===== src/rtl/pcat_pkg.sv =====
package pcat_pkg;
  localparam int CNT_W = 16;
  localparam int BYTE_W = 8;

  localparam logic [1:0] A_MODE = 2'd0;
  localparam logic [1:0] A_CTRL = 2'd1;
  localparam logic [1:0] A_CLO  = 2'd2;
  localparam logic [1:0] A_CHI  = 2'd3;

  // mode register bit positions
  localparam int M_IDLE = 7;
  localparam int M_WDOG = 6;
  localparam int M_SRC_HI = 2;
  localparam int M_SRC_LO = 1;
  localparam int M_WIE = 0;

  // control register bit positions
  localparam int C_WRAP = 7;
  localparam int C_RUN = 6;
  localparam int C_MOD = 4;

  typedef enum logic [1:0] {
    SRC_SLOW  = 2'd0,
    SRC_FAST  = 2'd1,
    SRC_TIMER = 2'd2,
    SRC_PIN   = 2'd3
  } src_sel_t;
endpackage


===== src/rtl/pcat_src.sv =====
module pcat_src
  import pcat_pkg::*;
#(
  parameter int DIV_SLOW = 12,
  parameter int DIV_FAST = 4,
  parameter int SYNC_STAGES = 2
) (
  input  logic     clk,
  input  logic     rst_n,
  input  src_sel_t sel,
  input  logic     clr_pre,
  input  logic     en,
  input  logic     tmr_ovf,
  input  logic     ext_clk,
  output logic     tick
);
  localparam int DIV_MAX = (DIV_SLOW > DIV_FAST) ? DIV_SLOW : DIV_FAST;
  localparam int PW = (DIV_MAX > 2) ? $clog2(DIV_MAX) : 1;

  logic [PW-1:0] pre_q;
  logic [PW-1:0] lim;
  logic [SYNC_STAGES:0] sh_q;
  logic pin_rise;
  logic divided;

  assign divided = (sel == SRC_SLOW) || (sel == SRC_FAST);
  assign lim = (sel == SRC_SLOW) ? PW'(DIV_SLOW - 1) : PW'(DIV_FAST - 1);

  always_ff @(posedge clk or negedge rst_n) begin
    if (!rst_n) begin
      pre_q <= '0;
    end else if (clr_pre) begin
      pre_q <= '0;
    end else if (en && divided) begin
      pre_q <= (pre_q == lim) ? '0 : pre_q + 1'b1;
    end
  end

  // synchronizer plus one history stage for edge detection
  always_ff @(posedge clk or negedge rst_n) begin
    if (!rst_n) sh_q <= '0;
    else        sh_q <= {sh_q[SYNC_STAGES-1:0], ext_clk};
  end

  assign pin_rise = sh_q[SYNC_STAGES-1] & ~sh_q[SYNC_STAGES];

  always_comb begin
    unique case (sel)
      SRC_SLOW, SRC_FAST: tick = (pre_q == lim);
      SRC_TIMER:          tick = tmr_ovf;
      default:            tick = pin_rise;
    endcase
  end
endmodule


===== src/rtl/pcat_count.sv =====
module pcat_count
  import pcat_pkg::*;
(
  input  logic              clk,
  input  logic              rst_n,
  input  logic              inc,
  input  logic              ld_lo,
  input  logic              ld_hi,
  input  logic [BYTE_W-1:0] ld_byte,
  output logic [CNT_W-1:0]  cnt,
  output logic              wrap
);
  localparam logic [CNT_W-1:0] ALL_ONES = '1;

  logic [CNT_W-1:0] cnt_q;

  always_ff @(posedge clk or negedge rst_n) begin
    if (!rst_n) begin
      cnt_q <= '0;
    end else if (ld_lo) begin
      cnt_q[BYTE_W-1:0] <= ld_byte;
    end else if (ld_hi) begin
      cnt_q[CNT_W-1:BYTE_W] <= ld_byte;
    end else if (inc) begin
      cnt_q <= cnt_q + 1'b1;
    end
  end

  assign cnt = cnt_q;
  assign wrap = inc && !ld_lo && !ld_hi && (cnt_q == ALL_ONES);
endmodule


===== src/rtl/pcat_top.sv =====
module pcat_top
  import pcat_pkg::*;
#(
  parameter int DIV_SLOW = 12,
  parameter int DIV_FAST = 4,
  parameter int SYNC_STAGES = 2
) (
  input  logic       clk,
  input  logic       rst_n,
  input  logic       bus_we,
  input  logic [1:0] bus_addr,
  input  logic [7:0] bus_wdata,
  output logic [7:0] bus_rdata,
  input  logic       idle_i,
  input  logic       tmr_ovf_i,
  input  logic       ext_clk_i,
  input  logic       match_i,
  output logic       irq_o,
  output logic       wdog_en_o
);
  logic     idle_gate_q, wdog_q, wie_q;
  src_sel_t src_q;
  logic     wrap_flag_q, run_q, mod_flag_q;

  logic mode_wr, ctrl_wr, en, tick, inc, wrap, clr_pre;
  logic [CNT_W-1:0] cnt;

  assign mode_wr = bus_we && (bus_addr == A_MODE);
  assign ctrl_wr = bus_we && (bus_addr == A_CTRL);
  assign clr_pre = mode_wr && (bus_wdata[M_SRC_HI:M_SRC_LO] != src_q);
  assign en      = run_q && !(idle_gate_q && idle_i);
  assign inc     = en && tick;

  always_ff @(posedge clk or negedge rst_n) begin
    if (!rst_n) begin
      idle_gate_q <= 1'b0;
      wdog_q      <= 1'b0;
      src_q       <= SRC_SLOW;
      wie_q       <= 1'b0;
    end else if (mode_wr) begin
      idle_gate_q <= bus_wdata[M_IDLE];
      wdog_q      <= bus_wdata[M_WDOG];
      src_q       <= src_sel_t'(bus_wdata[M_SRC_HI:M_SRC_LO]);
      wie_q       <= bus_wdata[M_WIE];
    end
  end

  // hardware sets take priority over a software clear in the same cycle
  always_ff @(posedge clk or negedge rst_n) begin
    if (!rst_n) begin
      wrap_flag_q <= 1'b0;
      run_q       <= 1'b0;
      mod_flag_q  <= 1'b0;
    end else begin
      wrap_flag_q <= wrap | (ctrl_wr ? bus_wdata[C_WRAP] : wrap_flag_q);
      mod_flag_q  <= match_i | (ctrl_wr ? bus_wdata[C_MOD] : mod_flag_q);
      if (ctrl_wr) run_q <= bus_wdata[C_RUN];
    end
  end

  pcat_src #(
    .DIV_SLOW   (DIV_SLOW),
    .DIV_FAST   (DIV_FAST),
    .SYNC_STAGES(SYNC_STAGES)
  ) u_src (
    .clk    (clk),
    .rst_n  (rst_n),
    .sel    (src_q),
    .clr_pre(clr_pre),
    .en     (en),
    .tmr_ovf(tmr_ovf_i),
    .ext_clk(ext_clk_i),
    .tick   (tick)
  );

  pcat_count u_cnt (
    .clk    (clk),
    .rst_n  (rst_n),
    .inc    (inc),
    .ld_lo  (bus_we && (bus_addr == A_CLO)),
    .ld_hi  (bus_we && (bus_addr == A_CHI)),
    .ld_byte(bus_wdata),
    .cnt    (cnt),
    .wrap   (wrap)
  );

  always_comb begin
    unique case (bus_addr)
      A_MODE:  bus_rdata = {idle_gate_q, wdog_q, 3'b000, src_q, wie_q};
      A_CTRL:  bus_rdata = {wrap_flag_q, run_q, 1'b0, mod_flag_q, 4'b0000};
      A_CLO:   bus_rdata = cnt[BYTE_W-1:0];
      default: bus_rdata = cnt[CNT_W-1:BYTE_W];
    endcase
  end

  assign irq_o     = (wrap_flag_q && wie_q) || mod_flag_q;
  assign wdog_en_o = wdog_q;
endmodule


===== config.mk =====
export PLATFORM = sky130hd
export DESIGN_NAME = pcat_top
export DESIGN_NICKNAME = d
export VERILOG_FILES = /design/src/rtl/pcat_pkg.sv /design/src/rtl/pcat_src.sv /design/src/rtl/pcat_count.sv /design/src/rtl/pcat_top.sv
export SDC_FILE = /design/constraint.sdc
export NUM_CORES = 1
export LEC_CHECK = 0
export BUFFER_PORTS_ARGS = -buffer_cell sky130_fd_sc_hd__buf_2
export CORE_MARGIN = 2
export CORE_UTILIZATION = 25
export CTS_CLUSTER_DIAMETER = 150
export DETAILED_ROUTE_END_ITERATION = 8
export SLEW_MARGIN = 40
export SYNTH_ARGS = -nofsm -noshare
export SYNTH_HDL_FRONTEND = slang
export SYNTH_SLANG_ARGS = --single-unit

===== constraint.sdc =====
create_clock -name clk -period 3.9 [get_ports clk]
set_input_delay 0.195 -clock clk [delete_from_list [all_inputs] [get_ports clk]]
set_output_delay 0.195 -clock clk [all_outputs]
set_load 0.005 [all_outputs]

# Word level (Yosys, flattened, before mapping)
# Index checks and enable logic that the tools add are counted.
# totals
ff_bits	31
latchBits	0
ram_bits	0
romBits	0
input_bits	17
out_inout_bits	10
n_memories	0
# classes
addsub	2
n_mul	0
div_mod_pow	0
order_cmp	0
eq_ne	9
n_shift	0
mux	12
n_bitwise	5
n_reduce_logical	26
# ops
cell	count
2-to-1 mux 8 bit	3
one-hot mux 8 bit (3 select lines)	1
adder 16 x 1 -> 16 bit (second input constant)	1
equality test 16 bit (second input constant)	1
2-to-1 mux 16 bit	1
2-to-1 mux 4 bit	4
logical AND 1 bit	13
equality test 2 bit (second input constant)	3
nonzero test 2 bit	3
adder 4 x 1 -> 4 bit (second input constant)	1
equality test 2 x 1 -> 1 bit (second input constant)	2
equality test 4 bit	1
zero test 2 bit	2
AND reduction 2 bit	2
zero test 1 bit	3
logical OR 1 bit	2
2-to-1 mux 1 bit	2
inequality test 2 x 1 -> 1 bit (second input constant)	1
inequality test 2 bit	1
NOT 1 bit	2
bitwise OR 1 bit	2
one-hot mux 1 bit (2 select lines)	1
OR reduction 2 bit	1
AND 1 bit	1

# Logic depth before layout (Yosys ltp)
# depth
ltp_word	9
ltp_mapped	8
ltp_nobuf	6

# Hierarchy
# A second synthesis with hierarchy kept.
# unflattened
hier_cells	209
area_unflattened_um2	2018.2
# modules_own_cells
module	n_inst	cells_per_inst	area_per_inst_um2	seq_area_each_um2
pcat_count	1	124	1083.5	400.4
pcat_top	1	53	579.3	200.2
pcat_src	1	32	355.3	175.2

# Worst setup path after synthesis
# Ideal clock, no wire load.
# synth_path
kind	register -> register
start	register u_src.pre_q[0]
end	register u_cnt.cnt_q[2] (netlist: u_cnt.cnt[2])
arrival_ns	1.766
setup_slack_ns	2.008
path_stages_with_launch	7
period_less_slack_ns	1.892
cell_sequence	dfrtp_1 > ha_1 > and4bb_4 > o311ai_4 > nor3_4 > buf_6 > a221o_1
# synth_via
elab_chain_cells	5
# synth_lines
element	line	rtl
start: declaration	pcat_src.sv:20	logic [PW-1:0] pre_q;
start signal: assignment	pcat_src.sv:35	pre_q <= (pre_q == lim) ? '0 : pre_q + 1'b1;
equality test 4 bit	pcat_src.sv:49	SRC_SLOW, SRC_FAST: tick = (pre_q == lim);
one-hot mux 1 bit (2 select lines)	pcat_src.sv:48	unique case (sel)
logical AND 1 bit	pcat_top.sv:32	assign inc = en && tick;
nonzero test 2 bit (no line)	n/a	
AND reduction 2 bit (no line)	n/a	
end signal: indexed assignment	pcat_count.sv:21	cnt_q[BYTE_W-1:0] <= ld_byte;
end signal: indexed assignment	pcat_count.sv:23	cnt_q[CNT_W-1:BYTE_W] <= ld_byte;
end signal: assignment	pcat_count.sv:25	cnt_q <= cnt_q + 1'b1;
end: declaration	pcat_count.sv:15	logic [CNT_W-1:0] cnt_q;
# Every way passes these cells.
# A chain may end at the register's enable or synchronous reset.

# Worst setup path after layout
# Ends and elaborated chain as after synthesis.

==> reports/results.ini <==
[worst_hold_path]
hold_end = mod_flag_q
holdPathStages = 2
hold_class = input port to flop
hold_start = match_i

[cts]
h-tree-depth = 2
cts_tree = yes
clkLatencyLatePin_ps = 300
cts.sinks = 31
root_buffer = clkbuf_8
path_clk_slew_ps = 60
ctsHoldBuffers = 1
cts_buffer_depth = 2
post_cts_buffers = 0
ctsResizeCount = 0
numCtsBuffers = 5

[sta]
slew_viol_final = 0
setup_violations = 0
min_period_ps = 2230
hold_viol_final = 0
holdWs_ps = 93.2
timing.fmax_ghz = 0.448
tns_ps = 0
worst_pin_slew_ps = 712
rsz0062_at_grt = no
timing.final.ws_setup_ps = 1670
finalCritPeriodShare_pct = 57.3
maxSlewHeadroom_pct = 52.4
clock_skew_ps = 9.93

[logic_synthesis]
seq_area_frac_synth_pct = 39.3
yosys_warnings = 0
synth_cell_type_count = 57
synthesis.area_um2 = 1970
postSynthAreaPerCell_um2 = 9.87
synth_cells = 200
yosys.area.top_type = dfrtp_1
synth_edf_count = 0
syn_nets = 219
yosys.area.top_type_share_pct = 39.3
ys_seq_elements = 31
async_flop_share_pct = 100
ys_top_cells_by_area = dfrtp_1 (39%), mux2_2 (5.7%), nand2_1 (4.4%)
synth-main-ff-cell = dfrtp_1

[critical_path]
critPathLaunchType = flop
regToRegSetupSlack_ps = 1670
cp.arrival_ps = 2400
cp_top_family = simple AND/OR/NAND/NOR gates
end_kind = flop
crit_buf_inv = 0
r2r-start = u_src.pre_q[0]
r2r_cells = 6
cp_slowest_cell = nor3_4
cp.required_ps = 4070
crit_chain = ha_1, and4bb_4, o311ai_4, nor3_4, a21oi_1, a221o_1
slowest_delay_ps = 650
crit_type = flop to flop
path_max_fanout = 19
reg2reg_to = u_cnt.cnt[2]

[finish]
drive_gt1_share_pct = 24.1
syn_to_final_growth_pct = 15.2
layout_commonest_cell = dfrtp_1
antenna_cells = 0
final_cell_mix = dfrtp_1 (31), buf_2 (25), nand2_1 (23)
n_fill_cell = 821
layout.nets = 244
multiInputGateArea_um2 = 1140
final-seq-area_um2 = 776

[power_and_ir_drop]
vdd_drop_max_mv = 0.152
total_power_mw = 1.06
power_density_nw_per_um2 = 466
p_leak_nw = 0.920

[routing]
dr.pass1.iters = 4
routed_wl_um = 5420
avgViaCountPerCell = 5.30
drtIter0Drc = 150
wl_per_cell_um = 16.6
drc = 0
ant_nets = 0
num_vias = 1728

[floorplan]
die_y_um = 92.9
fp-row-count = 32
die_w_um = 92.9
die-area_um2 = 8620
core_area_um2 = 7690
start_util_pct = 25.7
ioPinCount = 27

[grt]
grt_pass1_vias = 1766
grt_max_degree = 32
grt_pass1_wl_um = 9270
gr-total-overflow = 0
grt_usage_pct = 13.9
antenna_found_initial = 0

[flow_run]
drv_cap = 0

[placed_design]
routabilityCongestion = 0.860
numPortBuffers = 26
post-place-ws_ps = 1700
dpl.hpwl_um = 3920

[status]
outcome = finished clean

[layer usage]
layer,track usage [%],share of wire [%],up-vias
li1,-,-,813
met1,18.6,46,850
met2,21.7,47,56
met3,3.91,5.7,9
met4,4.41,1.9,0
met5,0,0,-
[synthesized netlist by cell type (all sizes together), types with 3 or more instances]
cell and number:
a311oi 4, or3 3, a21boi 3, nor2b 3, nand4 4, nand3b 3, o21ai 3, nor2 17
nor3b 3, a21oi 8, dfrtp 31, clkbuf 7, mux2 10, buf 3, mux2i 4, nor3 7
a22o 3, a211oi 3, nand3 8, and3 8, nand2 23
[where the power goes]
group          total, mW  internal (mW)  leakage (nW)  switching, mW
Sequential         0.496          0.391         0.363          0.105
Combinational      0.327          0.161         0.520          0.167
Clock              0.237          0.119        0.0371          0.119
[per-stage QoR]
stage	util (%)	instances	area (um^2)
detailed placement	28.4	318	2180
CTS	29.4	325	2260
floorplan	-	200	1970
finish	29.6	326	2270
global placement	28.4	318	2180
global route	29.6	326	2270
[how the worst max path moves through the flow]
| stage | endpoint | slack (ps) | cells past startpoint | from |
|---|---|---|---|---|
| floorplan | u_cnt.cnt[2] | 2010 | 6 | u_src.pre_q[0] |
| global placement | u_cnt.cnt[2] | 1780 | 6 | u_src.pre_q[0] |
| detailed placement | u_cnt.cnt[2] | 1700 | 6 | u_src.pre_q[0] |
| CTS | u_cnt.cnt[2] | 1680 | 6 | u_src.pre_q[0] |
| global route | u_cnt.cnt[2] | 1470 | 6 | u_src.pre_q[0] |
| finish | u_cnt.cnt[2] | 1670 | 6 | u_src.pre_q[0] |
[cells by family after synthesis]
kind of cell / count (synthesis) / synth area share, %
AO/OA/AOI/OAI: 47 / 20.2
XOR/XNOR: 3 / 1.33
adder cells (fa/ha/maj): 2 / 1.27
buffers and inverters: 11 / 2.85
flip-flops: 31 / 39.3
multiplexers: 16 / 10.0
AND/OR/NAND/NOR: 90 / 25.1
[area by class of cell]
class / instances / area share [%]
multi-input combinational: 158 / 50.2
sequential: 31 / 34.1
timing repair buffer: 28 / 6.71
tap: 102 / 5.61
clock buffer: 6 / 3.19
inverter: 1 / 0.165
[registers in the layout, summed over array words and instances (netlist names)]
signal and count:
wdog_en_o 1, mod_flag_q 1, u_src.sh_q 3, u_src.pre_q 4
src_q 2, wie_q 1, idle_gate_q 1, u_cnt.cnt 16
wrap_flag_q 1, run_q 1
Note: power is estimated with default switching activity, not from simulation.
